--- config.mk ---
export PLATFORM = sky130hd
export DESIGN_NAME = pfetch_bus
export DESIGN_NICKNAME = d
export VERILOG_FILES = /design/src/rtl/pfetch_pkg.sv /design/src/rtl/pfetch_route.sv /design/src/rtl/pfetch_seq.sv /design/src/rtl/pfetch_bus.sv
export SDC_FILE = /design/constraint.sdc
export NUM_CORES = 1
export LEC_CHECK = 0
export BUFFER_PORTS_ARGS = -buffer_cell sky130_fd_sc_hd__buf_2
export CAP_MARGIN = 10
export CELL_PAD_IN_SITES_DETAIL_PLACEMENT = 0
export CELL_PAD_IN_SITES_GLOBAL_PLACEMENT = 1
export CORE_MARGIN = 3
export CORE_UTILIZATION = 33
export CTS_CLUSTER_DIAMETER = 30
export DETAILED_ROUTE_END_ITERATION = 16
export PLACE_DENSITY = 0.79
export SKIP_LAST_GASP = 1
export SLEW_MARGIN = 20
export SYNTH_ARGS = -nofsm -noshare
export SYNTH_HDL_FRONTEND = slang
export SYNTH_HIERARCHICAL = 1
export SYNTH_SLANG_ARGS = --single-unit
--- constraint.sdc ---
create_clock -name clk -period 1.8 [get_ports clk]
set_input_delay 0.18 -clock clk [delete_from_list [all_inputs] [get_ports clk]]
set_output_delay 0.18 -clock clk [all_outputs]
set_load 0.02 [all_outputs]
--- src/rtl/pfetch_pkg.sv ---
package pfetch_pkg;

    localparam int FA_W = 16;
    localparam int FB_W = 8;

    typedef enum logic [1:0] {
        ROM_4K   = 2'd0,
        ROM_8K   = 2'd1,
        ROM_16K  = 2'd2,
        ROM_NONE = 2'd3
    } rom_size_e;

    typedef enum logic [1:0] {
        PH_IDLE,
        PH_ALE,
        PH_HOLD,
        PH_STRB
    } phase_e;

    typedef struct packed {
        logic [FB_W-1:0] hi;
        logic [FB_W-1:0] lo;
    } faddr_t;

    // True when the address lies inside the on-chip window of the selected size.
    function automatic logic below_limit(input faddr_t a, input rom_size_e sz);
        logic r;
        case (sz)
            ROM_4K:  r = (a.hi[7:4] == 4'h0);
            ROM_8K:  r = (a.hi[7:5] == 3'h0);
            ROM_16K: r = (a.hi[7:6] == 2'h0);
            default: r = 1'b0;
        endcase
        return r;
    endfunction

endpackage

--- src/rtl/pfetch_route.sv ---
module pfetch_route
    import pfetch_pkg::*;
#(
    parameter int ROM_AW = 14
) (
    input  faddr_t            addr,
    input  logic [1:0]        size_sel,
    input  logic              strap,
    output logic              on_chip,
    output logic [ROM_AW-1:0] rom_addr
);
    always_comb begin
        on_chip  = strap && below_limit(addr, rom_size_e'(size_sel));
        rom_addr = addr[ROM_AW-1:0];
    end
endmodule

--- src/rtl/pfetch_seq.sv ---
module pfetch_seq
    import pfetch_pkg::*;
#(
    parameter int STROBE_CYCLES = 2
) (
    input  logic            clk,
    input  logic            rst,
    input  logic            start,
    input  faddr_t          addr,
    input  logic [FB_W-1:0] ad_in,
    output logic [FB_W-1:0] ad_out,
    output logic            ad_oe,
    output logic [FB_W-1:0] addr_hi,
    output logic            ale,
    output logic            psen_n,
    output logic            busy,
    output logic            cap_valid,
    output logic [FB_W-1:0] cap_data
);
    localparam int CW = $clog2(STROBE_CYCLES + 1);
    localparam logic [CW-1:0] LAST = CW'(STROBE_CYCLES - 1);

    phase_e        phase;
    logic [CW-1:0] cnt;
    faddr_t        lat;

    always_ff @(posedge clk) begin
        if (rst) begin
            phase     <= PH_IDLE;
            cnt       <= '0;
            lat       <= '0;
            cap_valid <= 1'b0;
            cap_data  <= '0;
        end else begin
            cap_valid <= 1'b0;
            case (phase)
                PH_IDLE: if (start) begin
                    lat   <= addr;
                    phase <= PH_ALE;
                end
                PH_ALE:  phase <= PH_HOLD;
                PH_HOLD: begin
                    cnt   <= '0;
                    phase <= PH_STRB;
                end
                PH_STRB: begin
                    if (cnt == LAST) begin
                        cap_data  <= ad_in;
                        cap_valid <= 1'b1;
                        phase     <= PH_IDLE;
                    end else begin
                        cnt <= cnt + 1'b1;
                    end
                end
                default: phase <= PH_IDLE;
            endcase
        end
    end

    always_comb begin
        ad_out  = lat.lo;
        addr_hi = lat.hi;
        ale     = (phase == PH_ALE);
        ad_oe   = (phase == PH_ALE) || (phase == PH_HOLD);
        psen_n  = (phase != PH_STRB);
        busy    = (phase != PH_IDLE);
    end

    AST_ALE_SINGLE: assert property (@(posedge clk) disable iff (rst)
        ale |=> !ale);
    AST_ALE_TO_HOLD: assert property (@(posedge clk) disable iff (rst)
        ale |=> (ad_oe && psen_n));
    AST_ADDR_HELD: assert property (@(posedge clk) disable iff (rst)
        (ad_oe && !ale) |-> ($stable(ad_out) && $stable(addr_hi)));
    AST_NO_CONTENTION: assert property (@(posedge clk) disable iff (rst)
        !(ad_oe && !psen_n));
    AST_HOLD_TO_STROBE: assert property (@(posedge clk) disable iff (rst)
        (ad_oe && !ale) |=> !psen_n);
endmodule

--- src/rtl/pfetch_bus.sv ---
module pfetch_bus
    import pfetch_pkg::*;
#(
    parameter int ROM_AW        = 14,
    parameter int STROBE_CYCLES = 2
) (
    input  logic              clk,
    input  logic              rst,
    input  logic              strap_int_en,
    input  logic [1:0]        rom_size_sel,
    input  logic              req_valid,
    input  logic [15:0]       req_addr,
    output logic              req_ready,
    output logic              rsp_valid,
    output logic [7:0]        rsp_data,
    output logic              rom_rd,
    output logic [ROM_AW-1:0] rom_addr,
    input  logic [7:0]        rom_data,
    output logic [7:0]        ad_out,
    output logic              ad_oe,
    input  logic [7:0]        ad_in,
    output logic [7:0]        addr_hi,
    output logic              ale,
    output logic              psen_n
);
    faddr_t     fa;
    logic       on_chip;
    logic       accept;
    logic       busy;
    logic       cap_valid;
    logic [7:0] cap_data;
    logic       int_valid_q;
    logic [7:0] int_data_q;

    assign fa = faddr_t'(req_addr);

    pfetch_route #(.ROM_AW(ROM_AW)) u_route (
        .addr     (fa),
        .size_sel (rom_size_sel),
        .strap    (strap_int_en),
        .on_chip  (on_chip),
        .rom_addr (rom_addr)
    );

    pfetch_seq #(.STROBE_CYCLES(STROBE_CYCLES)) u_seq (
        .clk       (clk),
        .rst       (rst),
        .start     (accept && !on_chip),
        .addr      (fa),
        .ad_in     (ad_in),
        .ad_out    (ad_out),
        .ad_oe     (ad_oe),
        .addr_hi   (addr_hi),
        .ale       (ale),
        .psen_n    (psen_n),
        .busy      (busy),
        .cap_valid (cap_valid),
        .cap_data  (cap_data)
    );

    always_comb begin
        req_ready = !busy;
        accept    = req_valid && req_ready;
        rom_rd    = accept && on_chip;
    end

    always_ff @(posedge clk) begin
        if (rst) begin
            int_valid_q <= 1'b0;
            int_data_q  <= '0;
        end else begin
            int_valid_q <= rom_rd;
            if (rom_rd) int_data_q <= rom_data;
        end
    end

    always_comb begin
        rsp_valid = int_valid_q || cap_valid;
        rsp_data  = int_valid_q ? int_data_q : cap_data;
    end

    AST_INT_NO_BUS: assert property (@(posedge clk) disable iff (rst)
        rom_rd |=> (psen_n && !ale));
    AST_INT_RESPONDS: assert property (@(posedge clk) disable iff (rst)
        rom_rd |=> rsp_valid);
    AST_STRAP_LOW_EXT: assert property (@(posedge clk) disable iff (rst)
        (req_valid && req_ready && !strap_int_en) |=> ale);
    AST_BUSY_BLOCKS: assert property (@(posedge clk) disable iff (rst)
        (!psen_n || ale) |-> !req_ready);
    AST_RSP_SINGLE: assert property (@(posedge clk) disable iff (rst)
        (rsp_valid && !$past(rom_rd)) |=> !rsp_valid);
endmodule

; ---- Yosys cells after proc, flatten, opt, wreduce, memory -nomap -nowiden
; Index checks and enable logic that the tools add are counted.
; Widths: inputs -> output; s select.
[op_classes]
bitwise_logic = 1
mul = 0
eq_ne = 10
addsub = 1
div = 0
magnitude_cmp = 0
shifts = 0
reduce_logical = 20
n_mux = 8
[ops]
columns = operator, count
row1 = $mux 8, 1
row2 = $pmux 2 s4, 1
row3 = $reduce_and 2->1, 4
row4 = $eq 2x1->1 const B, 3
row5 = $eq 2x2->1 const B, 3
row6 = $logic_not 2->1, 3
row7 = $mux 2, 3
row8 = $logic_and 1x1->1, 4
row9 = $logic_not 4->1, 1
row10 = $ne 2x1->1 const B, 2
row11 = $ne 2x2->1 const B, 2
row12 = $pmux 2 s2, 1
row13 = $reduce_bool 2->1, 2
row14 = $logic_not 3->1, 1
row15 = $pmux 1 s3, 1
row16 = $add 2x1->2 const B, 1
row17 = $logic_not 1->1, 2
row18 = $logic_or 1x1->1, 2
row19 = $reduce_or 2->1, 1
row20 = $mux 1, 1
row21 = $not 1->1, 1
[totals]
out_inout_bits = 44
elab_cells = 48
mem_bits_ro = 0
latchBits = 0
n_memories = 0
in_bits = 38
mem_bits_rw = 0
regBits = 38

; ---- Depth between registers and ports, before layout
; Gate-level depths: netlist (run 1).
[logic_depth]
word_depth = 7
ltp_mapped = 9
ltp_nobuf = 7

; ---- Cells and area by module
; Netlist (run 1), hierarchy kept.
[by_module_without_submodules]
columns = module, cells_per_inst, seq_area_each_um2, area_per_inst_um2, n_inst
row1 = pfetch_seq, 148, 580.6, 1203.7, 1
row2 = pfetch_bus, 49, 180.2, 503.0, 1
row3 = pfetch_route, 19, 0.0, 141.4, 1

; ---- Least setup slack after synthesis (run 1)
; No wires, ideal clock.
[synth_timing]
path_kind = register to register
startpoint = reg u_seq.phase[0]
endpoint = reg u_seq.lat, in the netlist u_seq/ad_out[7]
required_ns = 1.730
path_buffers = 2
setup_time_ns = 0.070
t_arrival_ns = 1.585
path_slack_ns = 0.144
stages_incl_launch_ff = 10
period_less_slack_ns = 1.656
path_cell_list = dfxtp_1 -> inv_1 -> ha_1 -> inv_1 -> nor3b_1 -> and2_1 -> clkbuf_2 -> buf_6 -> nand2_1 -> a21oi_1
[synth_between]
elab_chain_cells = 5
word_cells_on_any_way = 6
cone_classes = reduce/logical (6)
[synth_lines]
columns = item, line
row1 = "start, declared", pfetch_seq.sv:23  ; phase_e phase;
row2 = "start signal, assigned", pfetch_seq.sv:29  ; phase <= PH_IDLE;
row3 = "start signal, assigned", pfetch_seq.sv:39  ; phase <= PH_ALE;
row4 = "start signal, assigned", pfetch_seq.sv:41  ; PH_ALE: phase <= PH_HOLD;
row5 = $reduce_bool 2->1, pfetch_seq.sv:66  ; busy = (phase != PH_IDLE);
row6 = named net busy, pfetch_bus.sv:29  ; logic busy;
row7 = $logic_not 1->1, pfetch_bus.sv:62  ; req_ready = !busy;
row8 = $logic_and 1x1->1, pfetch_bus.sv:63  ; accept = req_valid && req_ready;
row9 = $logic_and 1x1->1, pfetch_bus.sv:48  ; .start (accept && !on_chip),
row10 = $reduce_and 2->1 (no line), -
row11 = "end signal, assigned", pfetch_seq.sv:38  ; lat <= addr;
row12 = "end, declared", pfetch_seq.sv:25  ; faddr_t lat;
; The timed path passes the listed nets, and every way through them passes these cells.
; A chain may end at the register's enable or synchronous reset.

; ---- Worst setup path in the final report (run 1)
[layout_timing]
startpoint = reg u_seq.phase[0]
endpoint = out rom_rd
[layout_between]
elab_chain_cells = 4
[layout_lines]
columns = item, line
row1 = $reduce_bool 2->1, pfetch_seq.sv:66
row2 = named net busy, pfetch_bus.sv:29
row3 = $logic_not 1->1, pfetch_bus.sv:62
row4 = $logic_and 1x1->1, pfetch_bus.sv:63
row5 = $logic_and 1x1->1, pfetch_bus.sv:64  ; rom_rd = accept && on_chip;
row6 = "end, declared", pfetch_bus.sv:16  ; output logic rom_rd,
; The timed path passes the listed nets, and every way through them passes these cells.

==> flow_metrics.py, run 1 <==
metrics = {
    "timing": {
        "tightest_slew_ns": 0.580,
        "fin_crit_ns": 1.67,
        "slew_headroom_pct": 61.3,
        "timing.final.crit_share_pct": 92.6,
        "rsz0062_at_grt": "no",
        "drv_slew": 0,
        "finalSetupViolCount": 0,
        "fin_setup_tns_ns": 0,
        "fmax_mhz": 600,
        "hold_viol_final": 0,
        "timing.hold.ws_ns": 0.139,
        "skew_ns": 0.00197,
    },
    "die": {
        "std_cell_rows": 26,
        "coreArea_um2": 5270,
        "die_h_um": 80.8,
        "top_level_ports": 82,
        "floorplan.initialDensity_pct": 35.1,
        "dieArea_um2": 6530,
        "die_w_um": 80.8,
    },
    "critical_path": {
        "startpoint_type": "flop",
        "worst_path_most_repeated_cell": "inv_1",
        "path_max_fanout": 4,
        "max_stage_delay_ns": 0.32,
        "worst_ep_required_time_ns": 1.62,
        "cp_top_family": "buffers and inverters",
        "crit_chain": "inv_1 > ha_1 > inv_1 > and3b_1 > buf_2",
        "crit_buf_inv": 3,
        "crit_slowest_cell": "dfxtp_1",
        "end_kind": "output pin",
        "crit_type": "flop to output pin",
        "critPathArrivalTime_ns": 1.49,
    },
    "synth": {
        "syn_area_um2": 1850,
        "ys_types": 28,
        "synth-simple-area-share_pct": 24.4,
        "syn_area_per_cell_um2": 8.56,
        "synth-compound-area-share_pct": 9.41,
        "synthCells": 216,
        "synth_top_cell_area_share_pct": 41.2,
        "synth_top_family_by_area": "simple AND/OR/NAND/NOR gates",
        "synthMuxAreaShare_pct": 9.21,
        "yosysTopAreaCell": "dfxtp_1",
        "synth_area_leaders": "dfxtp_1, nand2_1, a21oi_1",
        "synth_xor_area_share_pct": 0,
        "yosysWarnings": 6,
        "yosysSeqAreaShare_pct": 41.2,
        "synth_fa_ha_area_share_pct": 5.42,
        "ys_seq_elements": 38,
        "syn-num-nets": 262,
    },
    "cts": {
        "hold_buffers": 0,
        "clockBufferDepth": 2,
        "clkLatencyLatePin_ns": 0.28,
        "cts_tree": "yes",
        "cts.root.buffer_cell": "clkbuf_8",
        "h-tree-depth": 2,
        "clk_pin_slew_ns": 0.07,
        "cts_sinks": 38,
        "cts-buffers-inserted": 5,
    },
    "global_routing": {
        "met1_usage_pct": 16.4,
        "grt_max_degree": 38,
        "gr-usage-met3_pct": 1.88,
        "grt_pass1_vias": 1456,
        "grt_util_met2_pct": 22.7,
        "overflow": 0,
        "grt_pass1_wl_um": 6760,
        "antenna_found_initial": 0,
        "grtUsageTotal_pct": 13.2,
        "grt-busiest-layer": "met2",
    },
    "drt": {
        "vias": 1608,
        "drt_iter0_markers": 49,
        "drt_wl_total_um": 4320,
        "wl_per_cell_um": 12.0,
        "drc_errors": 0,
        "ant_nets": 0,
        "first_pass_iters": 4,
        "viasPerCell": 4.48,
    },
    "place": {
        "dpl.hpwl_um": 3320,
        "portBuffers": 81,
        "place_congestion": 0.756,
    },
    "power": {
        "powerDensity_nw_per_um2": 1090,
        "p_total_mw": 2.54,
        "vdd_drop_max_uv": 421,
        "p_leak_nw": 1.06,
    },
    "worst_hold_path": {
        "hold_class": "input pin to flop",
    },
    "cells_and_area": {
        "diodes": 0,
        "final_common_cell": "buf_2",
        "areaGrowthSynthToFinish_pct": 26.4,
        "final_cell_mix": "buf_2, nand2_1, dfxtp_1, a21oi_1, nand2b_1",
        "drive_above_1_share_pct": 37.7,
        "fin_nets": 334,
    },
    "run": {
        "max-cap-violations": 0,
    },
    "status": {
        "status": "complete, no violations",
    },
}
-- worst min-delay path, stage by stage --
cell and delay, ns:
buf_2 0.10, nand2_1 0.05, a21oi_1 0.05
-- logic make-up after synthesis --
family	after synthesis
adders and majority gates	8
buffers and inverters	31
DFF	38
AOI/OAI and AO/OA	34
muxes	16
and+or+nand+nor	89
-- sequential cells by signal (all words and copies together) (netlist names) --
name / cells
int_valid_q: 1
u_seq/ad_out: 8
u_seq/phase: 2
int_data_q: 8
u_seq/cap_valid: 1
u_seq/cap_data: 8
u_seq/cnt: 2
u_seq/addr_hi: 8
-- metal layers --
metal / vias to the layer above / wire length (µm)
met2: 28 / 2180
met3: 4 / 161
li1: 836 / -
met1: 740 / 1930
met5: - / 0
met4: 0 / 46
-- synth_stat cells --
cell and n:
buf_1 1, mux2i_1 8, a21oi_1 29, or2_2 1, o221ai_1 1, nor2b_1 6, o21ai_0 4, inv_1 6
and2b_1 1, clkbuf_2 1, dfxtp_1 38, or2b_1 1, ha_1 8, nand3_1 10, nor2b_4 1, nor4b_2 1
buf_2 5, and2_1 1, nor2_1 3, nand2_1 43, nand2b_1 18, mux2_2 8, or3_1 1, nor3b_1 1
clkbuf_1 2, and3b_1 1, buf_6 2, buf_4 14
-- repair_timing --
item,CTS,global route
endpoints found under the setup margin,0,17
buffers inserted,0,0
gates resized for setup,0,1
-- final timing paths --
path / startpoint / to / slack (ns) / cells after the start
max: u_seq/phase[0]$_SDFFE_PP0P_ / rom_rd / 0.13 / 5
min: req_addr[7] / u_seq/ad_out[7]$_SDFFE_PP0P_ / 0.14 / 3
max reg2reg: u_seq/phase[0]$_SDFFE_PP0P_ / u_seq/phase[0]$_SDFFE_PP0P_ / 0.14 / 7
min reg2reg: u_seq/ad_out[3]$_SDFFE_PP0P_ / u_seq/ad_out[3]$_SDFFE_PP0P_ / 0.45 / 2
-- area by class of cell --
type | count | area, µm²
sequential | 38 | 761
multi-input combinational | 147 | 901
clock buffer | 7 | 86.3
tap | 70 | 87.6
clock inverter | 1 | 5.00
timing repair buffer | 90 | 473
fill | 586 | 2930
inverter | 6 | 22.5
-- through the flow --
step | worst slack, ns | instance area, µm² | instances | utilization [%]
2_1_floorplan | 0.144 | 1850 | 216 | -
3_3_place_gp | 0.0914 | 2240 | 351 | 42.5
3_5_place_dp | 0.0405 | 2240 | 351 | 42.5
4_1_cts | 0.0211 | 2330 | 359 | 44.2
5_1_grt | 0.0129 | 2340 | 359 | 44.3
6_report | 0.133 | 2340 | 359 | 44.3
-- power breakdown --
| part | switching, mW | internal (mW) | leakage, nW | total [mW] |
|---|---|---|---|---|
| clock | 0.277 | 0.309 | 0.0482 | 0.585 |
| combinational | 0.590 | 0.377 | 0.708 | 0.967 |
| sequential | 0.0460 | 0.944 | 0.308 | 0.990 |
Power figures use the tool's default switching activity.
==> run 2: changes to the inputs <==
--- a/config.mk
+++ b/config.mk
@@ -5,7 +5,7 @@
 export SDC_FILE = /design/constraint.sdc
 export NUM_CORES = 1
 export LEC_CHECK = 0
-export BUFFER_PORTS_ARGS = -buffer_cell sky130_fd_sc_hd__buf_2
+export BUFFER_PORTS_ARGS = -buffer_cell sky130_fd_sc_hd__clkbuf_2
 export CAP_MARGIN = 10
 export CELL_PAD_IN_SITES_DETAIL_PLACEMENT = 0
 export CELL_PAD_IN_SITES_GLOBAL_PLACEMENT = 1
==> flow_metrics.py, run 2 (synthesis gave the netlist of run 1 again) <==
metrics = {
    "cts": {
        "cts.root.buffer_cell": "clkbuf_8",
        "h-tree-depth": 2,
        "clockBufferDepth": 2,
        "hold_buffers": 0,
        "clkLatencyLatePin_ns": 0.29,
        "cts_sinks": 38,
        "cts_setup_buffers": 0,
        "cts_tree": "yes",
        "clk_pin_slew_ns": 0.08,
        "cts-buffers-inserted": 5,
    },
    "cells_and_area": {
        "final_cell_mix": "clkbuf_2, nand2_1, dfxtp_1, a21oi_1, nand2b_1",
        "areaGrowthSynthToFinish_pct": 28.1,
        "drive_above_1_share_pct": 38.4,
        "fin_nets": 334,
        "final_common_cell": "clkbuf_2",
        "diodes": 0,
    },
    "global_routing": {
        "grtUsageTotal_pct": 13.0,
        "grt_pass1_vias": 1489,
        "grt_pass1_wl_um": 6620,
        "antenna_found_initial": 0,
        "grt_max_degree": 32,
        "overflow": 0,
    },
    "die": {
        "std_cell_rows": 26,
        "die_h_um": 80.8,
        "floorplan.initialDensity_pct": 35.1,
        "die_w_um": 80.8,
        "top_level_ports": 82,
        "dieArea_um2": 6530,
        "coreArea_um2": 5270,
    },
    "timing": {
        "drv_slew": 0,
        "fin_crit_ns": 1.72,
        "skew_ns": 0.00906,
        "tightest_slew_ns": 0.518,
        "timing.final.ws_setup_ns": 0.0804,
        "timing.final.crit_share_pct": 95.5,
        "rsz0062_at_grt": "no",
        "finalSetupViolCount": 0,
        "fmax_mhz": 582,
        "hold_viol_final": 0,
        "fin_setup_tns_ns": 0,
        "slew_headroom_pct": 65.5,
    },
    "power": {
        "powerDensity_nw_per_um2": 1130,
        "p_leak_nw": 1.07,
        "vdd_drop_max_uv": 537,
    },
    "worst_hold_path": {
        "hold_class": "input pin to flop",
    },
    "drt": {
        "vias": 1605,
        "first_pass_iters": 4,
        "viasPerCell": 4.47,
        "drc_errors": 0,
        "drt_wl_total_um": 4200,
        "ant_nets": 0,
        "drt_iter0_markers": 43,
        "wl_per_cell_um": 11.7,
    },
    "critical_path": {
        "critPathArrivalTime_ns": 1.54,
        "end_kind": "output pin",
        "startpoint_type": "flop",
        "path_max_fanout": 5,
        "crit_type": "flop to output pin",
        "worst_ep_required_time_ns": 1.62,
        "r2r_slack_ns": 0.12,
    },
    "place": {
        "portBuffers": 81,
        "place_congestion": 0.767,
        "dpl.hpwl_um": 3270,
        "dpl_worst_slack_ns": 0.0370,
    },
    "run": {
        "max-cap-violations": 0,
    },
    "status": {
        "status": "complete, no violations",
    },
}
==> run 2: metrics by stage <==
| step | utilization (%) | instance area, µm² | std cells | power, mW | hold slack [ns] |
|---|---|---|---|---|---|
| CTS | 44.8 | 2360 | 359 | 2.72 | 0.107 |
| global route | 44.9 | 2370 | 359 | 2.84 | 0.109 |
| floorplan | - | 1850 | 216 | 1.67 | 0.316 |
| finish | 44.9 | 2370 | 359 | 2.68 | 0.115 |
| global placement | 42.7 | 2250 | 351 | 1.99 | 0.418 |
| detailed placement | 42.7 | 2250 | 351 | 2.01 | 0.425 |
==> run 2: metal layers <==
layer | up-vias | share of wire [%] | GRT usage [%] | wire (µm)
met5 | - | 0 | 0 | 0
li1 | 836 | - | - | -
met2 | 30 | 50 | 23.1 | 2100
met1 | 734 | 43 | 14.6 | 1820
met4 | 0 | 1.5 | 5.07 | 62
met3 | 5 | 5.3 | 3.88 | 222
==> run 2: final cells by class <==
cell class	instances	area, µm²
clock inverters	3	40.0
flip-flops and latches	38	761
clock buffers	5	68.8
repair buffers	90	485
fillers	555	2900
well taps	70	87.6
multi-input cells	147	902
inverters	6	22.5
==> run 2: critical path, cell delays in order, from the launching register on <==
cell	delay, ns
dfxtp_1	0.32
inv_1	0.10
ha_1	0.20
inv_1	0.09
and3b_2	0.34
clkbuf_2	0.20
==> run 2: where the power goes <==
group / internal (mW) / switching, mW
registers: 0.944 / 0.0484
clock network: 0.408 / 0.295
logic: 0.390 / 0.596
==> run 2: what timing repair did <==
item,CTS,global route
pin swaps,0,0
gates resized for setup,1,1
gates cloned,0,0
setup endpoints to repair,1,17
==> run 2: path summary, 6_finish.rpt <==
path / from / cells past startpoint / endpoint
worst min-delay path: req_addr[4] / 3 / u_seq/ad_out[4]$_SDFFE_PP0P_
worst min register to register: u_seq/cap_data[6]$_SDFFE_PP0P_ / 2 / u_seq/cap_data[6]$_SDFFE_PP0P_
worst max register to register: u_seq/phase[0]$_SDFFE_PP0P_ / 7 / u_seq/phase[0]$_SDFFE_PP0P_
worst max-delay path: u_seq/phase[0]$_SDFFE_PP0P_ / 5 / rom_rd
